[config.mk]
export PLATFORM = sky130hd
export DESIGN_NAME = owSlotSlave
export DESIGN_NICKNAME = d
export VERILOG_FILES = /design/src/rtl/owSlotPkg.sv /design/src/rtl/owSlotCtrl.sv /design/src/rtl/owSlotData.sv /design/src/rtl/owSlotSlave.sv
export SDC_FILE = /design/constraint.sdc
export NUM_CORES = 1
export LEC_CHECK = 0
export BUFFER_PORTS_ARGS = -buffer_cell sky130_fd_sc_hd__buf_4
export CORE_UTILIZATION = 35
export CTS_CLUSTER_DIAMETER = 120
export DETAILED_ROUTE_END_ITERATION = 6
export SLEW_MARGIN = 20
export SYNTH_ARGS = -nofsm -noshare
export SYNTH_HDL_FRONTEND = slang
export SYNTH_SLANG_ARGS = --single-unit
export TNS_END_PERCENT = 100
[constraint.sdc]
create_clock -name clk -period 3.5 [get_ports clk]
set_input_delay 0 -clock clk [delete_from_list [all_inputs] [get_ports clk]]
set_output_delay 0 -clock clk [all_outputs]
set_load 0.03 [all_outputs]
[src/rtl/owSlotPkg.sv]
`timescale 1ns/1ps
package owSlotPkg;
  typedef struct packed {
    logic startSlot;
    logic sampleNow;
    logic driveOn;
    logic driveOff;
    logic badFall;
  } slotStrb_t;
endpackage

[src/rtl/owSlotCtrl.sv]
`timescale 1ns/1ps
module owSlotCtrl
  import owSlotPkg::*;
#(
  parameter int SAMPLE_CYC  = 6000,
  parameter int SETUP_CYC   = 200,
  parameter int HOLD_CYC    = 6000,
  parameter int RECOVER_CYC = 1000
) (
  input  logic      clk,
  input  logic      rstN,
  input  logic      wireIn,
  input  logic      txMode,
  output slotStrb_t strb
);
  localparam int READ_END = SETUP_CYC + HOLD_CYC;
  localparam int LAST_CYC = (READ_END > SAMPLE_CYC) ? READ_END : SAMPLE_CYC;
  localparam int CW = $clog2(LAST_CYC + 1) + 1;
  localparam int RW = $clog2(RECOVER_CYC + 1) + 1;

  logic          wirePrev;
  logic          busy;
  logic          modeQ;
  logic [CW-1:0] slotCnt;
  logic [RW-1:0] highCnt;
  logic          fall;
  logic          recovered;
  logic          accept;
  logic          slotEnd;

  // edge seen this cycle; recovery counted in cycles of high line while idle
  assign fall      = wirePrev && !wireIn;
  assign recovered = (highCnt >= RW'(RECOVER_CYC));
  assign accept    = fall && !busy && recovered;
  assign slotEnd   = busy && (slotCnt == (modeQ ? CW'(READ_END) : CW'(SAMPLE_CYC)));

  always_comb begin
    strb.startSlot = accept;
    strb.badFall   = fall && !accept;
    strb.sampleNow = busy && !modeQ && (slotCnt == CW'(SAMPLE_CYC));
    strb.driveOn   = busy && modeQ && (slotCnt == CW'(SETUP_CYC));
    strb.driveOff  = busy && modeQ && (slotCnt == CW'(READ_END));
  end

  always_ff @(posedge clk) begin
    if (!rstN) begin
      wirePrev <= 1'b0;
      busy     <= 1'b0;
      modeQ    <= 1'b0;
      slotCnt  <= '0;
    end else begin
      wirePrev <= wireIn;
      if (accept) begin
        busy    <= 1'b1;
        modeQ   <= txMode;
        slotCnt <= CW'(1);
      end else if (busy) begin
        slotCnt <= slotCnt + CW'(1);
        if (slotEnd) busy <= 1'b0;
      end
    end
  end

  always_ff @(posedge clk) begin
    if (!rstN) begin
      highCnt <= '0;
    end else if (busy || !wireIn) begin
      highCnt <= '0;
    end else if (!recovered) begin
      highCnt <= highCnt + RW'(1);
    end
  end
endmodule

[src/rtl/owSlotData.sv]
`timescale 1ns/1ps
module owSlotData
  import owSlotPkg::*;
(
  input  logic      clk,
  input  logic      rstN,
  input  logic      wireIn,
  input  logic      txBit,
  input  slotStrb_t strb,
  output logic      rxBit,
  output logic      rxValid,
  output logic      pullDown,
  output logic      protoErr
);
  logic bitQ;

  always_ff @(posedge clk) begin
    if (!rstN) begin
      bitQ     <= 1'b1;
      rxBit    <= 1'b0;
      rxValid  <= 1'b0;
      pullDown <= 1'b0;
      protoErr <= 1'b0;
    end else begin
      rxValid  <= strb.sampleNow;
      protoErr <= strb.badFall;
      if (strb.startSlot) bitQ <= txBit;
      if (strb.sampleNow) rxBit <= wireIn;
      if (strb.driveOff) pullDown <= 1'b0;
      else if (strb.driveOn && !bitQ) pullDown <= 1'b1;
    end
  end
endmodule

[src/rtl/owSlotSlave.sv]
`timescale 1ns/1ps
module owSlotSlave
  import owSlotPkg::*;
#(
  parameter int SAMPLE_CYC  = 6000,
  parameter int SETUP_CYC   = 200,
  parameter int HOLD_CYC    = 6000,
  parameter int RECOVER_CYC = 1000
) (
  input  logic clk,
  input  logic rstN,
  input  logic wireIn,
  input  logic txMode,
  input  logic txBit,
  output logic rxBit,
  output logic rxValid,
  output logic pullDown,
  output logic protoErr
);
  slotStrb_t strb;

  owSlotCtrl #(
    .SAMPLE_CYC (SAMPLE_CYC),
    .SETUP_CYC  (SETUP_CYC),
    .HOLD_CYC   (HOLD_CYC),
    .RECOVER_CYC(RECOVER_CYC)
  ) uCtrl (
    .clk   (clk),
    .rstN  (rstN),
    .wireIn(wireIn),
    .txMode(txMode),
    .strb  (strb)
  );

  owSlotData uData (
    .clk     (clk),
    .rstN    (rstN),
    .wireIn  (wireIn),
    .txBit   (txBit),
    .strb    (strb),
    .rxBit   (rxBit),
    .rxValid (rxValid),
    .pullDown(pullDown),
    .protoErr(protoErr)
  );
endmodule

==> results of run 1 <==
## area by class of cell
class / instances / area (um2) / share of cell area
clock buffer: 8 / 80.1 / 0.0446
inverter: 8 / 30.0 / 0.0167
multi-input combinational: 129 / 868 / 0.484
sequential: 33 / 661 / 0.368
tap: 52 / 65.1 / 0.0363
timing repair buffer: 11 / 90.1 / 0.0502
## sequential cells by signal, summed over array words and instances, names as in the netlist
name            cells
uCtrl.slotCnt      14
uCtrl.highCnt      11
uCtrl.busy          1
uCtrl.modeQ         1
uCtrl.wirePrev      1
uData.bitQ          1
uData.protoErr      1
uData.pullDown      1
uData.rxBit         1
uData.rxValid       1
## power groups by stage
stage	logic [mW]	registers [mW]	clock network [mW]
after global routing	0.0236	0.379	0.298
after CTS	0.0213	0.379	0.284
final	0.0210	0.379	0.274
after global placement	0.0186	0.388	0
after floorplan	0.0118	0.388	0
after detailed placement	0.0185	0.388	0
## path summary, 6_finish.rpt
path / slack [ps] / from / end / depth (start not counted)
max: 1760 / uCtrl.highCnt[7] / uCtrl.slotCnt[4] / 4
min: 20 / rstN / uCtrl.busy / 2
max reg2reg: 1760 / uCtrl.highCnt[7] / uCtrl.slotCnt[4] / 4
min reg2reg: 470 / uData.rxBit / uData.rxBit / 2
## cell usage after synthesis, types with 2 or more instances
cell type	number	area share
sky130_fd_sc_hd__dfxtp_1	33	0.42
sky130_fd_sc_hd__nor2_1	26	0.062
sky130_fd_sc_hd__xnor2_1	14	0.077
sky130_fd_sc_hd__nand2_1	11	0.026
sky130_fd_sc_hd__nand3_1	9	0.028
sky130_fd_sc_hd__inv_1	8	0.019
sky130_fd_sc_hd__a21oi_1	5	0.016
sky130_fd_sc_hd__mux2i_1	5	0.032
sky130_fd_sc_hd__nand4_1	5	0.020
sky130_fd_sc_hd__nor2b_1	5	0.020
sky130_fd_sc_hd__xor2_1	5	0.028
sky130_fd_sc_hd__ha_1	4	0.032
sky130_fd_sc_hd__nor4_1	4	0.016
sky130_fd_sc_hd__a211oi_1	3	0.014
sky130_fd_sc_hd__nor3_1	3	0.0095
sky130_fd_sc_hd__nor4b_1	3	0.017
sky130_fd_sc_hd__and2_1	2	0.0079
sky130_fd_sc_hd__buf_4	2	0.0095
sky130_fd_sc_hd__clkbuf_1	2	0.0047
sky130_fd_sc_hd__nand3b_1	2	0.0095
sky130_fd_sc_hd__o21a_1	2	0.0095
## worst register-to-register path, cell delays in order (launching register included)
cell                      delay, ps
sky130_fd_sc_hd__dfxtp_1        380
sky130_fd_sc_hd__and4_1         400
sky130_fd_sc_hd__a21oi_4        140
sky130_fd_sc_hd__o31ai_4        590
sky130_fd_sc_hd__nor2_1         110
## stage by stage
stage	cell area [um2]	hold WS [ps]	setup slack (ps)	cells
2_1_floorplan	1590	122	2070	175
3_3_place_gp	1680	233	1780	230
3_5_place_dp	1680	233	1740	230
4_1_cts	1790	19.9	1740	241
5_1_grt	1790	36.4	1580	241
6_report	1790	19.8	1760	241
## placed cells by master (no fill, tap or decap), types with 4 or more instances in the layout
cell type | synthesis | final
sky130_fd_sc_hd__a21oi_1 | 5 | 5
sky130_fd_sc_hd__nor2_1 | 26 | 26
sky130_fd_sc_hd__xor2_1 | 5 | 5
sky130_fd_sc_hd__nand3_1 | 9 | 9
sky130_fd_sc_hd__nand4_1 | 5 | 5
sky130_fd_sc_hd__nor4_1 | 4 | 4
sky130_fd_sc_hd__clkbuf_8 | 0 | 5
sky130_fd_sc_hd__nor2b_1 | 5 | 5
sky130_fd_sc_hd__ha_1 | 4 | 4
sky130_fd_sc_hd__dfxtp_1 | 33 | 33
sky130_fd_sc_hd__inv_1 | 8 | 8
sky130_fd_sc_hd__buf_4 | 2 | 8
sky130_fd_sc_hd__xnor2_1 | 14 | 14
sky130_fd_sc_hd__mux2i_1 | 5 | 5
sky130_fd_sc_hd__nand2_1 | 11 | 11
## routing by layer
metal | vias up | track usage | wire length, um
met4 | 0 | 0.0816 | 78
li1 | 630 | - | -
met3 | 7 | 0.0422 | 132
met5 | - | 0 | 0
met2 | 24 | 0.173 | 1090
met1 | 523 | 0.171 | 1470
## cells by family after synthesis
| family | Yosys count |
|---|---|
| simple gates | 82 |
| flops | 33 |
| fa+ha+maj | 4 |
| xor+xnor | 19 |
| buf+inv | 13 |
| compound gates | 19 |
| mux | 5 |
## what timing repair did
item,in CTS,in global routing
hold endpoints to repair,3,0
setup buffers,0,0
hold buffers,3,0
==> out/metrics.json, run 1 <==
{
  "clockPowerShare": {"value": 0.406},
  "skew": {"value": 4.80, "unit": "ps"},
  "post_drt_wl_per_cell": {"value": 11.5, "unit": "um"},
  "achievable-frequency": {"value": 0.574, "unit": "GHz"},
  "clk_path_buf_depth": {"value": 2},
  "clock_tree.root_cell": {"value": "sky130_fd_sc_hd__clkbuf_8"},
  "power.switching": {"value": 0.146, "unit": "mW"},
  "mappedNetlistArea": {"value": 0.00159, "unit": "mm2"},
  "antenna-diode-count": {"value": 0},
  "power_frac_comb": {"value": 0.031},
  "coreArea": {"value": 0.00435, "unit": "mm2"},
  "slew_headroom": {"value": 0.578},
  "yosys.cell_types.count": {"value": 43},
  "max_stage_delay": {"value": 590, "unit": "ps"},
  "post_cts_resized": {"value": 0},
  "tightestPinTransition": {"value": 633, "unit": "ps"},
  "clkTransAtPathRegs": {"value": 60, "unit": "ps"},
  "grt_pass1_wl": {"value": 4.81, "unit": "mm"},
  "cts_inserted_buffers": {"value": 5},
  "rsz0062_at_grt": {"value": "no"},
  "synth.mux.area_fraction": {"value": 0.0315},
  "htree_levels": {"value": 2},
  "first_global_vias": {"value": 1051},
  "synth_seq_area_share": {"value": 0.416},
  "design_power_total": {"value": 0.675, "unit": "mW"},
  "grt_max_degree": {"value": 15},
  "cell_family_with_the_largest_share_of_critical_path_delay": {"value": "compound AO/OA/AOI/OAI gates"},
  "timing.setup.critical_path_class": {"value": "reg -> reg"},
  "synth.ff_latch_count": {"value": 33},
  "vdd.ir_drop.worst": {"value": 135, "unit": "uV"},
  "post_route_antenna_net_violation_count": {"value": 0},
  "timing.max_cap.violations": {"value": 0},
  "place.gp.congestion": {"value": 0.755},
  "gr-total-overflow": {"value": 0},
  "synth-compound-area-share": {"value": 0.100},
  "syn_inst": {"value": 175},
  "final_net_count": {"value": 197},
  "start_util": {"value": 0.364},
  "fin_crit_sh": {"value": 0.498},
  "critPathSlowestCell": {"value": "sky130_fd_sc_hd__o31ai_4"},
  "synth_enable_flop_cells": {"value": 0},
  "global_route.usage.total": {"value": 0.127},
  "seq_power_share": {"value": 0.562},
  "crit_path_start_kind": {"value": "flip-flop"},
  "drc": {"value": 0},
  "placement.io_buffers": {"value": 8},
  "chipWidth": {"value": 69.3, "unit": "um"},
  "clkLatencyLatePin": {"value": 290, "unit": "ps"},
  "clock_sinks": {"value": 33},
  "ys_async_sr_fraction": {"value": 0},
  "utilization": {"value": 0.412},
  "synth_nets": {"value": 184},
  "clock_tree_from_tritoncts": {"value": "done"},
  "switching_share": {"value": 0.217},
  "initialDrtViolationCount": {"value": 66},
  "number_of_antenna_violations_at_the_first_check_in_global_routing": {"value": 0},
  "power_per_unit_of_standard_cell_area": {"value": 376, "unit": "mW/mm2"},
  "report.final.slew_viol_count": {"value": 0},
  "dp_hpwl": {"value": 2.00, "unit": "mm"},
  "dieHeight": {"value": 69.3, "unit": "um"},
  "static-leakage-power": {"value": 0.588, "unit": "nW"},
  "final_layout_size_suffix_gt1_frac": {"value": 0.111},
  "yosysWarningCount": {"value": 0},
  "worstPathCellList": {"value": "and4_1 -> a21oi_4 -> o31ai_4 -> nor2_1"},
  "critical_path_arrival": {"value": 1900, "unit": "ps"},
  "critical_path_required": {"value": 3660, "unit": "ps"},
  "num_io_pins": {"value": 9},
  "total_detailed_routing_wirelength": {"value": 2.77, "unit": "mm"},
  "simple_gate_share_of_the_synthesized_area": {"value": 0.279},
  "routed_via_density": {"value": 4.91},
  "report.final.setup_viol": {"value": 0},
  "avgSynthCellArea": {"value": 9.07, "unit": "um2"},
  "finalSetupTns": {"value": 0, "unit": "ps"},
  "detail_route.first_pass.iterations": {"value": 4},
  "flow.area_growth_from_synthesis": {"value": 13.1, "unit": "%"},
  "timing.final.crit_period": {"value": 1740, "unit": "ps"},
  "cp_max_fo": {"value": 14},
  "via_count": {"value": 1184},
  "synth_area_in_xor_xnor": {"value": 0.105},
  "combinational_family_with_the_most_area_after_synthesis": {"value": "simple AND/OR/NAND/NOR gates"},
  "hold_viol": {"value": 0},
  "path_buf_inv": {"value": 0},
  "worst_hold_path_type": {"value": "in -> reg"},
  "floorplan.rows": {"value": 24},
  "fp.dieArea": {"value": 0.00481, "unit": "mm2"},
  "synth_adder_area_share": {"value": 0.0315},
  "internal_power": {"value": 0.528, "unit": "mW"},
  "dominantRegCellSynth": {"value": "sky130_fd_sc_hd__dfxtp_1"},
  "status": {"value": "finished, final reports clean"},
  "critPathCaptureType": {"value": "flip-flop"},
  "n_fill_cell": {"value": 431}
}
Note: power is estimated with default switching activity, not from simulation.
==> run 2, diff against run 1 <==
==> constraint.sdc (replaced) <==
create_clock -name clk -period 1.6 [get_ports clk]
set_input_delay 0 -clock clk [delete_from_list [all_inputs] [get_ports clk]]
set_output_delay 0 -clock clk [all_outputs]
set_load 0.03 [all_outputs]
==> run 2 against run 1 <==
  * Count of clock-buffer cells in the layout decreased by 2
  * Power is 120% higher
  * Clock skew rose by 3.3 ps
  * Hold slack better by 7.4 ps
  * Clock power rose by 120%
  * Sequential share of layout area down 2.1 points
  * Via count grew 6.1%
  * Sequential power grew 120%
  * Maximum frequency is 17% higher
  * Critical path depth did not move
  * Global-route usage increased by 1.3 points
  * Combinational power grew to 2.7 times the previous value
  * Critical path type unchanged
  * Largest power group unchanged
==> out/metrics.json, run 2 (synthesis gave the netlist of run 1 again) <==
{
  "status": {"value": "finished, final reports clean"},
  "cts_setup_buffers": {"value": 0},
  "tightestPinTransition": {"value": 397, "unit": "ps"},
  "initialDrtViolationCount": {"value": 111},
  "vdd.ir_drop.worst": {"value": 267, "unit": "uV"},
  "hold_ws": {"value": 27.2, "unit": "ps"},
  "post_drt_wl_per_cell": {"value": 12.0, "unit": "um"},
  "htree_levels": {"value": 2},
  "clock_sinks": {"value": 33},
  "post_route_antenna_net_violation_count": {"value": 0},
  "timing.setup.critical_path_class": {"value": "reg -> reg"},
  "clk_path_buf_depth": {"value": 2},
  "grt_pass1_wl": {"value": 5.40, "unit": "mm"},
  "largest_register_ffs": {"value": 14},
  "power_frac_comb": {"value": 0.038},
  "clockPowerShare": {"value": 0.404},
  "start_util": {"value": 0.364},
  "power_per_unit_of_standard_cell_area": {"value": 778, "unit": "mW/mm2"},
  "dr_wl_met2": {"value": 1.28, "unit": "mm"},
  "via_count": {"value": 1256},
  "hold_viol": {"value": 0},
  "fin_crit_sh": {"value": 0.932},
  "n_fill_cell": {"value": 422},
  "antenna-diode-count": {"value": 0},
  "timing.max_cap.violations": {"value": 0},
  "skew": {"value": 8.10, "unit": "ps"},
  "wl_met3": {"value": 124, "unit": "um"},
  "rsz0062_at_grt": {"value": "no"},
  "mostFrequentLayoutCell": {"value": "sky130_fd_sc_hd__dfxtp_1"},
  "dr.max_layer_used": {"value": "met4"},
  "coreArea": {"value": 0.00435, "unit": "mm2"},
  "global_route.usage.total": {"value": 0.140},
  "largest_register": {"value": "uCtrl.slotCnt"},
  "critPathCaptureType": {"value": "flip-flop"},
  "crit_path_start_kind": {"value": "flip-flop"},
  "clock_tree.root_cell": {"value": "sky130_fd_sc_hd__clkbuf_8"},
  "drc": {"value": 0},
  "ff2ff_setup_slack": {"value": 110, "unit": "ps"},
  "switching_share": {"value": 0.222},
  "post_dp_cell_area": {"value": 0.00179, "unit": "mm2"},
  "slew_headroom": {"value": 0.732},
  "timing.final.crit_period": {"value": 1490, "unit": "ps"},
  "clkTransAtPathRegs": {"value": 70, "unit": "ps"},
  "seq_power_share": {"value": 0.557},
  "critical_path_arrival": {"value": 1670, "unit": "ps"},
  "placement.io_buffers": {"value": 8},
  "dieHeight": {"value": 69.3, "unit": "um"},
  "cp_max_fo": {"value": 3},
  "utilization": {"value": 0.438},
  "flow.area_growth_from_synthesis": {"value": 20.2, "unit": "%"},
  "fp.dieArea": {"value": 0.00481, "unit": "mm2"},
  "place.gp.congestion": {"value": 0.755},
  "final_net_count": {"value": 209},
  "top_regs": {"value": "uCtrl.slotCnt: 14 flops, uCtrl.highCnt: 11 flops"},
  "leading_cell_types_in_the_layout_fill_and_taps_excluded": {"value": "sky130_fd_sc_hd__dfxtp_1 (32), sky130_fd_sc_hd__nor2_1 (26), sky130_fd_sc_hd__buf_4 (19)"},
  "static-leakage-power": {"value": 0.662, "unit": "nW"},
  "final_layout_size_suffix_gt1_frac": {"value": 0.184},
  "chipWidth": {"value": 69.3, "unit": "um"},
  "fin_cells": {"value": 253},
  "path_buf_inv": {"value": 0},
  "place_ws": {"value": 118, "unit": "ps"},
  "total_detailed_routing_wirelength": {"value": 3.03, "unit": "mm"},
  "first_global_vias": {"value": 1217},
  "power.switching": {"value": 0.329, "unit": "mW"},
  "max_stage_delay": {"value": 440, "unit": "ps"},
  "grt_max_degree": {"value": 14},
  "finalSetupTns": {"value": 0, "unit": "ps"},
  "design_power_total": {"value": 1.48, "unit": "mW"},
  "clock_tree_from_tritoncts": {"value": "done"},
  "cell_family_with_the_largest_share_of_critical_path_delay": {"value": "simple AND/OR/NAND/NOR gates"},
  "finalInstanceArea": {"value": 0.00191, "unit": "mm2"},
  "critical_path_required": {"value": 1780, "unit": "ps"},
  "worstPathCellList": {"value": "or3_1 -> or4_4 -> a21oi_1 -> o2bb2ai_1"},
  "number_of_antenna_violations_at_the_first_check_in_global_routing": {"value": 0},
  "worst_hold_path_type": {"value": "in -> reg"},
  "met1_length": {"value": 1.58, "unit": "mm"},
  "setup_ws": {"value": 109, "unit": "ps"},
  "detail_route.first_pass.iterations": {"value": 4},
  "cts_inserted_buffers": {"value": 5},
  "internal_power": {"value": 1.16, "unit": "mW"},
  "clkLatencyLatePin": {"value": 290, "unit": "ps"},
  "report.final.slew_viol_count": {"value": 0},
  "routed_via_density": {"value": 4.96},
  "gr-total-overflow": {"value": 0},
  "place_inst": {"value": 242},
  "critPathSlowestCell": {"value": "sky130_fd_sc_hd__or4_4"},
  "achievable-frequency": {"value": 0.671, "unit": "GHz"},
  "floorplan.rows": {"value": 24},
  "report.final.setup_viol": {"value": 0},
  "dp_hpwl": {"value": 2.18, "unit": "mm"},
  "num_io_pins": {"value": 9}
}
[run 2: cell count changes in the layout (fill, tap and decap cells not counted)]
cell	delta
sky130_fd_sc_hd__nor4_1	-1
sky130_fd_sc_hd__dfxtp_1	-1
sky130_fd_sc_hd__nor4_2	+1
sky130_fd_sc_hd__clkinv_2	+2
sky130_fd_sc_hd__buf_12	+1
sky130_fd_sc_hd__buf_4	+11
sky130_fd_sc_hd__clkbuf_1	-2
sky130_fd_sc_hd__dfxtp_2	+1
[run 2: power by group through the flow]
stage	combinational (mW)	clock, mW	sequential [mW]
3_3_place_gp	0.0525	0	0.846
4_1_cts	0.0579	0.624	0.827
2_1_floorplan	0.0257	0	0.849
5_1_grt	0.0634	0.653	0.828
3_5_place_dp	0.0521	0	0.846
6_report	0.0570	0.600	0.827
[run 2: timing repair]
item | in CTS | in global routing
hold buffers | 3 | 0
hold endpoints to repair | 3 | 0
resized for setup | 0 | 2
endpoints found under the setup margin | 0 | 2
[run 2: area by class of cell]
type	count	area, um2	share of cell area
flip-flops and latches	33	662	0.347
repair buffers	23	193	0.101
clock inverters	2	10.0	0.00525
inverters	8	30.0	0.0157
multi-input cells	129	875	0.459
clock buffers	6	72.6	0.0381
well taps	52	65.1	0.0341
[run 2: final timing paths]
path / to / cells past startpoint / start
setup / recovery: uCtrl.busy / 4 / uCtrl.modeQ
hold / removal: uCtrl.slotCnt[0] / 2 / rstN
setup reg to reg: uCtrl.busy / 4 / uCtrl.modeQ
hold reg to reg: uData.rxBit / 2 / uData.rxBit
[run 2: per-layer routing]
layer / GRT usage / up-vias
met5: 0 / -
met4: 0.0612 / 0
met3: 0.0392 / 4
met2: 0.214 / 25
met1: 0.185 / 572
li1: - / 655
